===== config.mk =====
export PLATFORM = sky130hd
export DESIGN_NAME = udp_tx_framer
export DESIGN_NICKNAME = d
export VERILOG_FILES = /design/src/rtl/udp_tx_pkg.sv /design/src/rtl/udp_ip_csum.sv /design/src/rtl/udp_hdr_bytes.sv /design/src/rtl/udp_tx_framer.sv
export SDC_FILE = /design/constraint.sdc
export NUM_CORES = 1
export LEC_CHECK = 0
export ABC_AREA = 1
export BUFFER_PORTS_ARGS = -buffer_cell sky130_fd_sc_hd__clkbuf_2
export CAP_MARGIN = 40
export CORE_ASPECT_RATIO = 0.6
export CORE_MARGIN = 3
export CORE_UTILIZATION = 55
export DETAILED_ROUTE_END_ITERATION = 7
export MAX_ROUTING_LAYER = met4
export PLACE_DENSITY = 0.83
export SKIP_CTS_REPAIR_TIMING = 1
export SLEW_MARGIN = 20
export SYNTH_ARGS = -nofsm -noshare
export SYNTH_HDL_FRONTEND = slang
export SYNTH_SLANG_ARGS = --single-unit

===== constraint.sdc =====
create_clock -name clk -period 7.6 [get_ports clk]
set_input_delay 0.38 -clock clk [delete_from_list [all_inputs] [get_ports clk]]
set_output_delay 0.38 -clock clk [all_outputs]
set_load 0.02 [all_outputs]

===== src/rtl/udp_tx_pkg.sv =====
`timescale 1ns/1ps
package udp_tx_pkg;
   localparam int HDR_BYTES    = 42;
   localparam int IP_HDR_WORDS = 10;
   localparam int IP_OVERHEAD  = 28;
   localparam int UDP_OVERHEAD = 8;

   localparam logic [15:0] ETYPE_IPV4   = 16'h0800;
   localparam logic [7:0]  IP_VER_IHL   = 8'h45;
   localparam logic [7:0]  IP_TOS       = 8'h00;
   localparam logic [7:0]  IP_TTL       = 8'd64;
   localparam logic [7:0]  IP_PROTO_UDP = 8'd17;

   typedef struct packed {
      logic [47:0] own_mac;
      logic [47:0] dst_mac;
      logic [31:0] own_ip;
      logic [31:0] dst_ip;
      logic [15:0] own_port;
      logic [15:0] dst_port;
   } net_cfg_t;

   typedef enum logic [2:0] {
      ST_IDLE,
      ST_WAIT,
      ST_SUM,
      ST_HDR,
      ST_PAY
   } seg_state_t;
endpackage


===== src/rtl/udp_ip_csum.sv =====
`timescale 1ns/1ps
module udp_ip_csum #(
   parameter int NWORDS = 10,
   parameter bit SERIAL = 1'b1
) (
   input  logic                    clk,
   input  logic                    rst_n,
   input  logic                    go,
   input  logic [NWORDS-1:0][15:0] words,
   output logic                    done,
   output logic [15:0]             csum
);
   localparam int IDX_W = (NWORDS > 1) ? $clog2(NWORDS) : 1;
   localparam int SUM_W = 16 + $clog2(NWORDS + 1);

   logic [15:0] acc_q;
   logic        done_q;

   assign csum = ~acc_q;
   assign done = done_q;

   if (NWORDS < 2) begin : g_bad_nwords
      $error("udp_ip_csum: NWORDS must be at least 2");
   end

   generate
      if (SERIAL) begin : g_serial
         // one word per cycle, end-around carry folded at every step
         logic [IDX_W-1:0] idx_q;
         logic             run_q;
         logic [16:0]      sum17;

         assign sum17 = {1'b0, acc_q} + {1'b0, words[idx_q]};

         always_ff @(posedge clk or negedge rst_n) begin
            if (!rst_n) begin
               acc_q  <= '0;
               idx_q  <= '0;
               run_q  <= 1'b0;
               done_q <= 1'b0;
            end else begin
               done_q <= 1'b0;
               if (go) begin
                  acc_q <= '0;
                  idx_q <= '0;
                  run_q <= 1'b1;
               end else if (run_q) begin
                  acc_q <= sum17[15:0] + {15'd0, sum17[16]};
                  if (idx_q == IDX_W'(NWORDS - 1)) begin
                     run_q  <= 1'b0;
                     done_q <= 1'b1;
                  end else begin
                     idx_q <= idx_q + IDX_W'(1);
                  end
               end
            end
         end
      end else begin : g_parallel
         // adder tree in one cycle, folded twice
         logic [SUM_W-1:0] wide;
         logic [16:0]      fold1;
         logic [15:0]      fold2;

         always_comb begin
            wide = '0;
            for (int i = 0; i < NWORDS; i++) begin
               wide = wide + SUM_W'(words[i]);
            end
            fold1 = {1'b0, wide[15:0]} + 17'(wide[SUM_W-1:16]);
            fold2 = fold1[15:0] + {15'd0, fold1[16]};
         end

         always_ff @(posedge clk or negedge rst_n) begin
            if (!rst_n) begin
               acc_q  <= '0;
               done_q <= 1'b0;
            end else begin
               done_q <= go;
               if (go) acc_q <= fold2;
            end
         end
      end
   endgenerate

   // a result is only announced one cycle at a time
   p_done_single_r6: assert property (@(posedge clk) disable iff (!rst_n)
      done |=> !done);
endmodule


===== src/rtl/udp_hdr_bytes.sv =====
`timescale 1ns/1ps
module udp_hdr_bytes
   import udp_tx_pkg::*;
(
   input  net_cfg_t    cfg,
   input  logic [15:0] ip_len,
   input  logic [15:0] udp_len,
   input  logic [15:0] ident,
   input  logic [15:0] csum,
   input  logic [5:0]  idx,
   output logic [7:0]  byte_o
);
   localparam int HDR_BITS = HDR_BYTES * 8;

   logic [HDR_BITS-1:0] hdr_vec;

   // first transmitted byte sits in the top bits
   assign hdr_vec = {cfg.dst_mac, cfg.own_mac, ETYPE_IPV4,
                     IP_VER_IHL, IP_TOS, ip_len, ident, 16'h0000,
                     IP_TTL, IP_PROTO_UDP, csum, cfg.own_ip, cfg.dst_ip,
                     cfg.own_port, cfg.dst_port, udp_len, 16'h0000};

   always_comb begin
      if (int'(idx) < HDR_BYTES) byte_o = hdr_vec[HDR_BITS - 1 - 8 * int'(idx) -: 8];
      else                       byte_o = 8'h00;
   end
endmodule


===== src/rtl/udp_tx_framer.sv =====
`timescale 1ns/1ps
module udp_tx_framer
   import udp_tx_pkg::*;
#(
   parameter int LEN_W       = 32,
   parameter int PAY_W       = 16,
   parameter int PAY_MAX     = 16000,
   parameter int PAY_DEFAULT = 1472,
   parameter int CNT_W       = 16,
   parameter int IDENT_INIT  = 0,
   parameter bit CSUM_SERIAL = 1'b1
) (
   input  logic             clk,
   input  logic             rst_n,
   input  logic [47:0]      cfg_own_mac,
   input  logic [47:0]      cfg_dst_mac,
   input  logic [31:0]      cfg_own_ip,
   input  logic [31:0]      cfg_dst_ip,
   input  logic [15:0]      cfg_own_port,
   input  logic [15:0]      cfg_dst_port,
   input  logic             tot_wr,
   input  logic [LEN_W-1:0] tot_wdata,
   input  logic             pay_wr,
   input  logic [PAY_W-1:0] pay_wdata,
   input  logic             start,
   output logic             busy,
   output logic [LEN_W-1:0] remain,
   input  logic             fifo_empty,
   input  logic [CNT_W-1:0] fifo_count,
   input  logic [7:0]       fifo_rd_data,
   output logic             fifo_rd_en,
   output logic             tx_valid,
   output logic [7:0]       tx_data,
   output logic             tx_last,
   input  logic             tx_ready
);
   localparam int HIDX_W   = 6;
   localparam int HDR_LAST = HDR_BYTES - 1;

   // elaboration checks on the parameter set
   if (PAY_MAX < 1 || PAY_MAX + IP_OVERHEAD > 65535) begin : g_bad_max
      $error("udp_tx_framer: PAY_MAX out of range");
   end
   if (PAY_DEFAULT < 1 || PAY_DEFAULT > PAY_MAX) begin : g_bad_default
      $error("udp_tx_framer: PAY_DEFAULT outside 1..PAY_MAX");
   end
   if (PAY_W > 16 || PAY_W > LEN_W || (2 ** PAY_W) <= PAY_MAX) begin : g_bad_payw
      $error("udp_tx_framer: PAY_W cannot hold PAY_MAX");
   end
   if (CNT_W < $clog2(PAY_MAX + 1)) begin : g_bad_cnt
      $error("udp_tx_framer: CNT_W too narrow for a full payload");
   end

   seg_state_t        st_q;
   logic [LEN_W-1:0]  tot_q, rem_q;
   logic [PAY_W-1:0]  pay_q, flen_q, pidx_q, next_len;
   logic [15:0]       ident_q;
   logic [HIDX_W-1:0] hidx_q;
   net_cfg_t          cfg_q, cfg_in;
   logic              sum_go_q, sum_done, fifo_enough, pay_ok, at_pay_end;
   logic [15:0]       sum_val, ip_len, udp_len, hdr_byte;
   logic [IP_HDR_WORDS-1:0][15:0] ip_words;

   assign cfg_in = {cfg_own_mac, cfg_dst_mac, cfg_own_ip, cfg_dst_ip,
                    cfg_own_port, cfg_dst_port};

   assign next_len    = (rem_q < LEN_W'(pay_q)) ? rem_q[PAY_W-1:0] : pay_q;
   assign fifo_enough = (32'(fifo_count) >= 32'(next_len));
   assign pay_ok      = (pay_wdata != '0) && (32'(pay_wdata) <= 32'(PAY_MAX));
   assign at_pay_end  = (pidx_q == flen_q - PAY_W'(1));

   assign ip_len  = 16'(flen_q) + 16'(IP_OVERHEAD);
   assign udp_len = 16'(flen_q) + 16'(UDP_OVERHEAD);

   // IPv4 header words, checksum field counted as zero
   assign ip_words[0] = {IP_VER_IHL, IP_TOS};
   assign ip_words[1] = ip_len;
   assign ip_words[2] = ident_q;
   assign ip_words[3] = 16'h0000;
   assign ip_words[4] = {IP_TTL, IP_PROTO_UDP};
   assign ip_words[5] = 16'h0000;
   assign ip_words[6] = cfg_q.own_ip[31:16];
   assign ip_words[7] = cfg_q.own_ip[15:0];
   assign ip_words[8] = cfg_q.dst_ip[31:16];
   assign ip_words[9] = cfg_q.dst_ip[15:0];

   udp_ip_csum #(
      .NWORDS (IP_HDR_WORDS),
      .SERIAL (CSUM_SERIAL)
   ) u_csum (
      .clk   (clk),
      .rst_n (rst_n),
      .go    (sum_go_q),
      .words (ip_words),
      .done  (sum_done),
      .csum  (sum_val)
   );

   logic [7:0] hdr_b;
   udp_hdr_bytes u_hdr (
      .cfg     (cfg_q),
      .ip_len  (ip_len),
      .udp_len (udp_len),
      .ident   (ident_q),
      .csum    (sum_val),
      .idx     (hidx_q),
      .byte_o  (hdr_b)
   );
   assign hdr_byte = {8'h00, hdr_b};

   always_ff @(posedge clk or negedge rst_n) begin
      if (!rst_n) begin
         st_q     <= ST_IDLE;
         tot_q    <= '0;
         rem_q    <= '0;
         pay_q    <= PAY_W'(PAY_DEFAULT);
         flen_q   <= '0;
         pidx_q   <= '0;
         hidx_q   <= '0;
         ident_q  <= 16'(IDENT_INIT);
         cfg_q    <= '0;
         sum_go_q <= 1'b0;
      end else begin
         sum_go_q <= 1'b0;
         if (tot_wr) tot_q <= tot_wdata;
         if (pay_wr && st_q == ST_IDLE && pay_ok) pay_q <= pay_wdata;
         case (st_q)
            ST_IDLE: begin
               if (start && tot_q != '0) begin
                  rem_q <= tot_q;
                  cfg_q <= cfg_in;
                  st_q  <= ST_WAIT;
               end
            end
            ST_WAIT: begin
               if (fifo_enough) begin
                  flen_q   <= next_len;
                  sum_go_q <= 1'b1;
                  st_q     <= ST_SUM;
               end
            end
            ST_SUM: begin
               if (sum_done) begin
                  hidx_q <= '0;
                  st_q   <= ST_HDR;
               end
            end
            ST_HDR: begin
               if (tx_ready) begin
                  if (hidx_q == HIDX_W'(HDR_LAST)) begin
                     pidx_q <= '0;
                     st_q   <= ST_PAY;
                  end else begin
                     hidx_q <= hidx_q + HIDX_W'(1);
                  end
               end
            end
            ST_PAY: begin
               if (tx_ready) begin
                  rem_q <= rem_q - LEN_W'(1);
                  if (at_pay_end) begin
                     ident_q <= ident_q + 16'd1;
                     st_q    <= (rem_q == LEN_W'(1)) ? ST_IDLE : ST_WAIT;
                  end else begin
                     pidx_q <= pidx_q + PAY_W'(1);
                  end
               end
            end
            default: st_q <= ST_IDLE;
         endcase
      end
   end

   assign busy       = (st_q != ST_IDLE);
   assign remain     = rem_q;
   assign tx_valid   = (st_q == ST_HDR) || (st_q == ST_PAY);
   assign tx_data    = (st_q == ST_PAY) ? fifo_rd_data : hdr_byte[7:0];
   assign tx_last    = (st_q == ST_PAY) && at_pay_end;
   assign fifo_rd_en = (st_q == ST_PAY) && tx_ready;

   // stream holds under backpressure
   p_hold_r8: assert property (@(posedge clk) disable iff (!rst_n)
      tx_valid && !tx_ready |=> tx_valid && $stable(tx_data) && $stable(tx_last));

   // accepted start raises busy with the stored total
   p_busy_rise_r2: assert property (@(posedge clk) disable iff (!rst_n)
      !busy && start && tot_q != '0 |=> busy && remain == $past(tot_q));

   // payload length frozen during a command
   p_pay_frozen_r3: assert property (@(posedge clk) disable iff (!rst_n)
      busy |=> $stable(pay_q));

   // never pop an empty FIFO
   p_no_empty_pop_r10: assert property (@(posedge clk) disable iff (!rst_n)
      fifo_rd_en |-> !fifo_empty);

   // remaining count falls by one per pop
   p_remain_step_r11: assert property (@(posedge clk) disable iff (!rst_n)
      fifo_rd_en |=> remain == $past(remain) - LEN_W'(1));

   // busy drops right after the final byte
   p_idle_after_final_r11: assert property (@(posedge clk) disable iff (!rst_n)
      tx_valid && tx_ready && tx_last && remain == LEN_W'(1) |=> !busy);
endmodule


# == Word level (Yosys, flattened, before mapping) ==
# Cells that the tools add are included.
# word_totals
output_inout_bits,44
ff_bits,352
in_bits,271
# op_classes
n_mux,39
order_cmp,5
shifts,1
eq_ne,18
addsub,11
n_bitwise,1
reduce_logical,23
# op_table
cell,n
variable part select 343 x 32 -> 8 bit,1
two-way mux 16 bit,8
binary-select mux 16 bit (select 4 bit),1
two-way mux 32 bit,2
case mux 32 bit (2 select lines),1
"adder 16 x 1 -> 16 bit, second input constant",2
"equality test 32 x 1 -> 1 bit, second input constant",1
less-than comparator 32 x 16 -> 1 bit,1
case mux 16 bit (2 select lines),1
nonzero test 32 bit,1
"subtractor 32 x 1 -> 32 bit, second input constant",1
two-way mux 3 bit,7
two-way mux 6 bit,3
adder 16 x 16 -> 17 bit,1
adder 16 x 1 -> 16 bit,1
"adder 16 x 4 -> 16 bit, second input constant",1
"adder 16 x 5 -> 16 bit, second input constant",1
equality test 16 bit,1
greater-or-equal comparator 16 bit,1
"<= comparator 16 x 14 -> 1 bit, second input constant",1
two-way mux 8 bit,2
"!= test 2 bit, second input constant",8
inverter 16 bit,1
nonzero test 16 bit,1
other kinds (26),49

# == Depth between registers and ports, before layout ==
# Gate-level depths: netlist (run 1).
# depth
word_depth,7
ltp_mapped,34
ltp_nobuf,34

# == Modules after synthesis ==
# Synthesis (run 1) repeated with hierarchy kept, for this count alone.
# hier_totals
cells_unflattened,3100
area_unflattened_um2,23799.1
# modules_own_cells
module,area_each_um2,n_inst,cells_each
udp_tx_framer,16828.6,1,1788
udp_ip_csum,3637.2,1,609
udp_hdr_bytes,3333.2,1,703

# == Worst setup path after synthesis (run 1) ==
# OpenSTA, ideal clock, no wires.
# synth_timing
kind,register -> register
start,register u_csum.g_serial.idx_q[0]
end,register u_csum.acc_q[13]
setup_slack_ns,3.334
setup_time_ns,0.117
period_less_slack_ns,4.266
t_arrival_ns,4.149
path_buffers,1
t_required_ns,7.483
stages_incl_launch_ff,34
cell_sequence,dfrtp_1 clkinv_1 nor2_1 clkbuf_1 inv_1 o22ai_1 nand2_1 o31ai_1 nand2_1 o21ai_0 ha_1 inv_1 fa_1 inv_1 nand3_1 nand2_1 nand2_1 nand2_1 nand3_1 nand2_1 a21oi_1 o21bai_1 ha_1 nand2_1 nor2_1 nand3_1 nor2_1 nand2_1 nor2_1 nand4_1 nor2_1 nand4_1 nand2_1 nand2_1
# synth_via
elab_chain_len,6
# synth_rtl
item,line,source
start: declaration,udp_ip_csum.sv:29,logic [IDX_W-1:0] idx_q;
start signal: assignment,udp_ip_csum.sv:53,idx_q <= idx_q + IDX_W'(1);
binary-select mux 16 bit (select 4 bit),udp_ip_csum.sv:33,"assign sum17 = {1'b0, acc_q} + {1'b0, words[idx_q]};"
two-way mux 16 bit (implied by the code),udp_ip_csum.sv:33,
adder 16 x 16 -> 17 bit,udp_ip_csum.sv:33,
adder 16 x 1 -> 16 bit,udp_ip_csum.sv:48,"acc_q <= sum17[15:0] + {15'd0, sum17[16]};"
two-way mux 16 bit,udp_ip_csum.sv:47,end else if (run_q) begin
two-way mux 16 bit,udp_ip_csum.sv:43,if (go) begin
end signal: assignment,udp_ip_csum.sv:48,
end: declaration,udp_ip_csum.sv:16,logic [15:0] acc_q;
# Every way passes these cells. The select of a mux whose other input is x is not followed.
# A chain may end at the register's enable or synchronous reset.

# == Final worst setup path (run 1) ==
# Same ends and word-level chain as after synthesis.

==> results of run 1 <==
==> sequential cells by signal, indices dropped and copies added (netlist names) <==
| name | flops |
|---|---|
| cfg_q | 192 |
| flen_q | 16 |
| hidx_q | 6 |
| ident_q | 16 |
| pay_q | 16 |
| pidx_q | 16 |
| remain | 32 |
| st_q | 3 |
| sum_go_q | 1 |
| tot_q | 32 |
| u_csum.acc_q | 16 |
| u_csum.done | 1 |
| u_csum.g_serial.idx_q | 4 |
| u_csum.g_serial.run_q | 1 |
==> worst max-delay path: cells and delay by family, from the launching register on <==
family	cells	cell delay, ns
DFF	1	0.36
AOI/OAI and AO/OA	5	0.58
buffers and inverters	5	1.13
adders and majority gates	3	0.87
and+or+nand+nor	20	2.70
==> layer usage <==
layer	track usage, %	vias up	share of wire, %
li1	-	10331	-
met1	55.02	10733	45
met2	49.34	1269	41
met3	8.123	154	12
met4	8.412	0	2.4
met5	-	-	0
==> final timing paths <==
path,to,slack (ns)
hold / removal,tot_q[10]$_DFFE_PN0P_,0.04
max in group asynchronous,hidx_q[1]$_DFFE_PN0P_,5.21
hold reg to reg,pay_q[14]$_DFFE_PN0P_,0.46
setup / recovery,u_csum.acc_q[13]$_DFFE_PN0P_,1.84
min in group asynchronous,pidx_q[14]$_DFFE_PN0P_,0.43
setup reg to reg,u_csum.acc_q[13]$_DFFE_PN0P_,1.84
==> final cells by class <==
cell class              instances  area (µm²)
inverters                     257       969.7
clock inverters                17       329.1
flip-flops and latches        352        8815
multi-input cells            2195       12150
repair buffers                346        1911
well taps                     522       653.1
clock buffers                  46       988.4
diodes                          5       12.51
fillers                      3371       13900
==> layout by cell type (no fill, tap or decap), types with 65 or more instances in the layout <==
| cell type | count |
|---|---|
| sky130_fd_sc_hd__dfrtp_1 | 347 |
| sky130_fd_sc_hd__inv_1 | 245 |
| sky130_fd_sc_hd__ha_1 | 65 |
| sky130_fd_sc_hd__nor2_1 | 213 |
| sky130_fd_sc_hd__a21oi_1 | 104 |
| sky130_fd_sc_hd__nand4_1 | 94 |
| sky130_fd_sc_hd__o21ai_0 | 177 |
| sky130_fd_sc_hd__nand2_1 | 804 |
| sky130_fd_sc_hd__nand3_1 | 287 |
| sky130_fd_sc_hd__clkbuf_2 | 312 |
| sky130_fd_sc_hd__mux2_2 | 190 |
==> power groups by stage <==
stage / clock (mW) / combinational (mW) / sequential (mW)
floorplan: 0 / 0.0703 / 1.95
CTS: 2.03 / 0.226 / 1.91
global route: 2.12 / 0.253 / 1.91
finish: 2.02 / 0.227 / 1.91
global placement: 0 / 0.213 / 1.95
detailed placement: 0 / 0.225 / 1.95
==> metrics by stage <==
stage	area, µm²	std cells	setup slack (ns)	power (mW)
CTS	25770	3732	2.044	4.170
detailed placement	24460	3669	2.144	2.171
floorplan	22520	2941	3.334	2.019
global placement	24370	3664	2.217	2.158
finish	25830	3740	1.837	4.156
global route	25830	3740	1.248	4.281
==> cell families after synthesis <==
logic type,share of synthesized area [%]
AOI/OAI and AO/OA,9.503
xor gates and xnor gates,2.062
adders and majority gates,3.701
buffers and inverters,7.096
DFF,39.14
muxes,9.503
and+or+nand+nor,28.99
==> results list, run 1 <==
- In this run the power density over the cells is 160.9 nW/µm².
* Total track usage: 36.41%
- Internal power comes to 3.213 mW.
- Cells fill 65.01% of the core in the end.
- Synthesis inferred 352 register bits.
* Synthesized Nets: 3278
* Max rail drop VDD: 156.1 µV
- Smallest hold slack: 0.04349 ns
- After detailed routing, the number of vias per cell comes to 6.013.
- Number of hold violations in the final report: 0
- Most frequent cells after synthesis: 804 x sky130_fd_sc_hd__nand2_1, 348 x sky130_fd_sc_hd__dfrtp_1, 288 x sky130_fd_sc_hd__nand3_1, 246 x sky130_fd_sc_hd__inv_1, 216 x sky130_fd_sc_hd__nor2_1
* Pin count of the biggest net entering global routing: 166
- Part of the total power dissipated in combinational logic: 5.5%
- Detailed routing inserted a total of 22487 vias.
* Relative contribution of sequential cells to total power: 46.0%
* Total negative setup slack: 0 ns
* Launch point of the worst hold path: tot_wdata[10]
- The first global-routing pass estimated 119.9 mm of wire.
- Number of I/O pins: 315
- Relative to the synthesized area, the layout overhead comes to 14.70%.
- At the end of routability-driven placement, the weighted congestion stood at 1.009.
* Maximum root-to-sink buffer count: 3
- Worst path most repeated cell: sky130_fd_sc_hd__nand2_1
* Die width: 267.2 µm
* Syn. warnings: 0
* Via count of the first global-routing pass: 21282
- Between clock sinks in the finished design, the worst skew comes to 0.01095 ns.
- Max-slew violation count: 0
- Critical Path Slowest Stage Cell: sky130_fd_sc_hd__clkinv_1
* CTS sink count: 352
- Cell area after synthesis: 22520 µm²
- Of the total power, the share spent switching nets is 22.68%.
- Critical path fanouts, max: 29
- Detail Placement HPWL: 59.25 mm
* Worst endpoint required time: 8.03 ns
- The run finished with clean final reports.
* Cell depth of the worst flop-to-flop path: 33
- Summed over all cells, the static leakage comes to 13.14 nW.
* Transition time of the tightest slew-check pin: 1.107 ns
- In this design, the stage delay of the slowest critical-path cell is 0.45 ns.
- The die covers 43480 µm².
- Die H: 162.7 µm
- Layout cells sized above 1: 20.11%
- Counting instances, the worst hold path has a depth of 3.
- Startpoint class of the critical path: flop
- After synthesis, the mean cell area works out to 7.656 µm².
- In this run the biggest area consumer among cell types represents 38.68% of the synthesized area.
* Data arrival time at the worst-slack endpoint: 6.19 ns
- The detail route stage leaves a number of antenna-violating nets equal to 0.
* CTS tree: done
* Starting density of the core: 56.67%
- The region available for standard cell placement spans 39730 µm².
- Number of setup violations in the final report: 0
- The count of buffers added on input and output ports is 313.
* Cell type with the highest aggregate area in the netlist: sky130_fd_sc_hd__dfrtp_1
- The first detailed-routing pass took 7 iterations.
- The most common cell in the synthesized netlist is sky130_fd_sc_hd__nand2_1.
* Count of unresolved DRC violations after routing: 0
- Library cells used by synthesis: 52
- The detailed router finished its first iteration with 2911 violations.
- The cell count after synthesis came out at 2941.
- Summed over all layers, the routed wires come to 78.18 mm.
- For this design the total switching power over the nets is 0.9427 mW.
- For this run the aggregate overflow at the end of global routing stands at 0.
* Number of buffers created by CTS: 35
- In this run the tightest slew margin relative to its limit is 26.21%.
* Critical Path Source: u_csum.g_serial.idx_q[0]$_DFFE_PN0P_
- The synthesized design contains 0 enable-type register cells.
* Critical Path End Type: flop
* Critical path type: reg -> reg
- The initial antenna violation count is 5.
* Unrepaired setup endpoints after global routing: false
- Of the synthesized area, sequential elements account for 39.14%.
- Number of maximum-capacitance violations: 0
- The tree is rooted in a sky130_fd_sc_hd__clkbuf_16.
* Row count: 56
* Level count of the clock H-tree: 2
- After clock tree synthesis, the clock-pin slew on the worst setup and hold paths is 0.07 ns.
- In this run the worst hold path is classified as in -> reg.
- Async set or reset register ratio after synthesis: 100.0%
- Synth top area cells: sky130_fd_sc_hd__dfrtp_1 39%, sky130_fd_sc_hd__nand2_1 13%, sky130_fd_sc_hd__mux2_2 9.5%, sky130_fd_sc_hd__nand3_1 6.4%, sky130_fd_sc_hd__inv_1 4.1%
- Clk network pwr share: 48.5%
* Startpoint of the most critical register-to-register path: u_csum.g_serial.idx_q[0]$_DFFE_PN0P_
* Final nets: 3524
* Worst-skew pair later-pin latency: 0.54 ns
* Upper clock frequency limit: 173.5 MHz
- Main flop type after synthesis: sky130_fd_sc_hd__dfrtp_1
- Final worst path period share: 75.83%
- Wire length per cell after detailed routing: 20.90 µm
- Clock period minus worst slack: 5.763 ns
No activity file was read; power rests on OpenSTA's default activity.
==> run 2, diff against run 1 <==
Clock period 7.6 ns to 5.7 ns, I/O delays scaled along.
==> results list, run 2 (synthesized netlist as in run 1, its figures left out) <==
- Total track usage: 35.47% (-0.94 points)
- The initial antenna violation count is 2 (-3).
* Smallest hold slack: -0.03631 ns (-0.07980 ns)
- Most common library cell in the layout ignoring fill and taps: sky130_fd_sc_hd__nand2_1
- The residual overflow from global routing is 0 (unchanged).
- The setup slack after placement is 0.4665 ns (-1.678 ns).
* Number of setup violations in the final report: 0 (unchanged)
- Final nets: 3710 (+5.3%)
- Worst clock skew: 0.01987 ns (+0.008921 ns)
- The die boundary width was 267.2 µm (unchanged).
- Number of flip-flops in the largest register: 192 (unchanged)
- The slowest stage of the critical path belongs to the cell sky130_fd_sc_hd__dfrtp_1.
* Number of maximum-capacitance violations: 0 (unchanged)
* Number of buffers created by CTS: 35 (unchanged)
* CTS sink count: 352 (unchanged)
- Final worst path period share: 91.23% (+15 points)
- Clock edge transition at the registers on the reported setup and hold paths: 0.07 ns (about the same)
* Worst-case headroom to the max-slew limit: 38.41% (+12 points)
- From synthesis to final layout, the design area changed by 22.31%.
* Clock tree root buffer cell: sky130_fd_sc_hd__clkbuf_16
- The detailed placer's ending HPWL came to 57.09 mm (-3.7%).
- Post-DRT Antenna Nets: 0 (unchanged)
* DR vias: 23850 (+6.1%)
* Core footprint: 39730 µm² (unchanged)
- The final critical path time including I/O delays and setup was 5.200 ns (-0.5629 ns).
- The routability congestion estimate was 1.068 (+5.8%).
- The number of port buffers came to 313 (unchanged).
- Kind of path behind the tightest hold check: in -> reg
- The chip height came to 162.7 µm (unchanged).
* Run status: finished with violations
- The required arrival time at the worst endpoint was 6.12 ns (-1.91 ns).
- The global-route wire length before repair is 117.3 mm (-2.2%).
- Ranked by flip-flop count, first place goes to cfg_q.
- Row count: 56 (unchanged)
- Setup repair after global routing left no endpoint under its margin.
- The die footprint is 43480 µm² (unchanged).
- The delay of the slowest critical-path stage came to 0.48 ns (+0.03 ns).
* Number of iterations in the first detailed-routing pass: 8 (+1)
- The peak clock frequency supported by timing is 192.3 MHz (+11%).
- Pin count of the biggest net entering global routing: 146 (-12%)
- STA classifies the critical path startpoint as a flop.
- Fill cell instance count of the final layout: 3015 (-11%)
- TritonCTS built the clock tree.
- Level count of the clock H-tree: 2 (unchanged)
- Starting density of the core: 56.67% (unchanged)
- The final wirelength is 81.85 mm (+4.7%).
- The top cell types in the final layout, fill and taps aside, are 804 x sky130_fd_sc_hd__nand2_1, 347 x sky130_fd_sc_hd__dfrtp_1, 312 x sky130_fd_sc_hd__clkbuf_2.
- The clock latency reported for the late side of the worst-skew pair is 0.55 ns (about the same).
* Min setup slack post-route: 0.4997 ns (-1.337 ns)
* Maximum root-to-sink buffer count: 3 (unchanged)
- The aggregate negative setup slack came to 0 ns (unchanged).
* Overall power consumption: 5.406 mW (+30%)
* Max-slew violation count: 0 (unchanged)
- Number of violations reported at the end of detailed-routing iteration 0: 3507 (+20%)
- The checks that failed: negative hold slack.
- The power density over the cells was 196.3 nW/µm² (+22%).
- The worst vdd rail ir drop came to 224.9 µV (+44%).
- The per-cell routed wire length is 20.86 µm (-0.19%).
* Worst path most repeated cell: sky130_fd_sc_hd__nand2_1
- The number of remaining DRC errors is 0 (unchanged).
- Transition time of the tightest slew-check pin: 0.9228 ns (-0.1841 ns)
- Layout cells sized above 1: 19.22% (-0.88 points)
- The static leakage is 13.85 nW (+5.4%).
- Number of I/O pins: 315 (unchanged)
- Critical Path End Type: flop
- The critical path data arrival time came to 5.62 ns (-0.57 ns).
* Critical path fanouts, max: 9 (-69%)
* Post-detailed-route via-to-cell ratio: 6.080 (+1.1%)
* Critical path type: reg -> reg
- Number of hold violations in the final report: 14 (+14)
- The via count of the first global-routing pass is 21089 (-0.91%).
[run 2: cell types whose count changed in the layout (fill, tap and decap cells not counted), sizes merged]
cell and delta:
clkinv -2, dlygate4sd3 +175, bufinv -6, diode -1, clkinvlp +2, buf +11, clkbuf +4
[run 2: per-layer routing]
layer	wire length (µm)	vias to the layer above	share of wire [%]	global-route usage, %
met5	0	-	0	-
met4	3193	0	3.9	9.034
met3	10040	301	12	8.410
met2	34580	1657	42	48.71
met1	34030	11195	42	52.41
li1	-	10697	-	-
[run 2: path summary, 6_finish.rpt]
| kind | from | endpoint | slack [ns] | cells past startpoint |
|---|---|---|---|---|
| worst min register to register | pay_q[14]$_DFFE_PN0P_ | pay_q[14]$_DFFE_PN0P_ | 0.47 | 2 |
| min in group asynchronous | rst_n | tot_q[29]$_DFFE_PN0P_ | 0.29 | 2 |
| max in group asynchronous | rst_n | cfg_q[166]$_DFFE_PN0P_ | 4.17 | 3 |
| worst min-delay path | tot_wdata[27] | tot_q[27]$_DFFE_PN0P_ | -0.04 | 3 |
| worst max-delay path | flen_q[3]$_DFFE_PN0P_ | u_csum.acc_q[13]$_DFFE_PN0P_ | 0.50 | 29 |
| worst max register to register | flen_q[3]$_DFFE_PN0P_ | u_csum.acc_q[13]$_DFFE_PN0P_ | 0.50 | 29 |
[run 2: area by class of cell]
cell class | count | area [µm²] | area share, %
Multi-Input combinational cell | 2195 | 12150 | 44.12
Sequential cell | 352 | 8815 | 32.01
Timing Repair Buffer | 532 | 3782 | 13.74
Clock buffer | 50 | 1003 | 3.644
Inverter | 257 | 969.7 | 3.521
Tap cell | 522 | 653.1 | 2.372
Clock inverter | 11 | 153.9 | 0.5589
Antenna cell | 4 | 10.01 | 0.03635
[run 2: metrics by stage]
stage          instance area, µm²  hold slack, ns  std cells  utilization (%)
4_1_cts                     25690         -0.2774       3738            64.66
3_5_place_dp                24530          0.2837       3677            61.75
3_3_place_gp                24450          0.2802       3671            61.54
2_1_floorplan               22520        -0.01059       2941                -
5_1_grt                     27530       -0.006747       3921            69.30
6_report                    27540        -0.03631       3923            69.32
[run 2: report_power, final]
group / internal [mW] / leakage, nW / total [mW] / switching, mW
combinational: 0.196 / 8.62 / 0.406 / 0.210
sequential: 2.53 / 4.67 / 2.55 / 0.0218
clock: 1.37 / 0.560 / 2.45 / 1.08
total: 4.10 / 13.8 / 5.41 / 1.31
[run 2: critical path, delay by kind of cell, from the launching register on]
family / cells / cell delay [ns]
and+or+nand+nor: 19 / 2.44
DFF: 1 / 0.48
adders and majority gates: 3 / 0.86
buffers and inverters: 1 / 0.19
AOI/OAI and AO/OA: 5 / 0.90
xor gates and xnor gates: 1 / 0.20
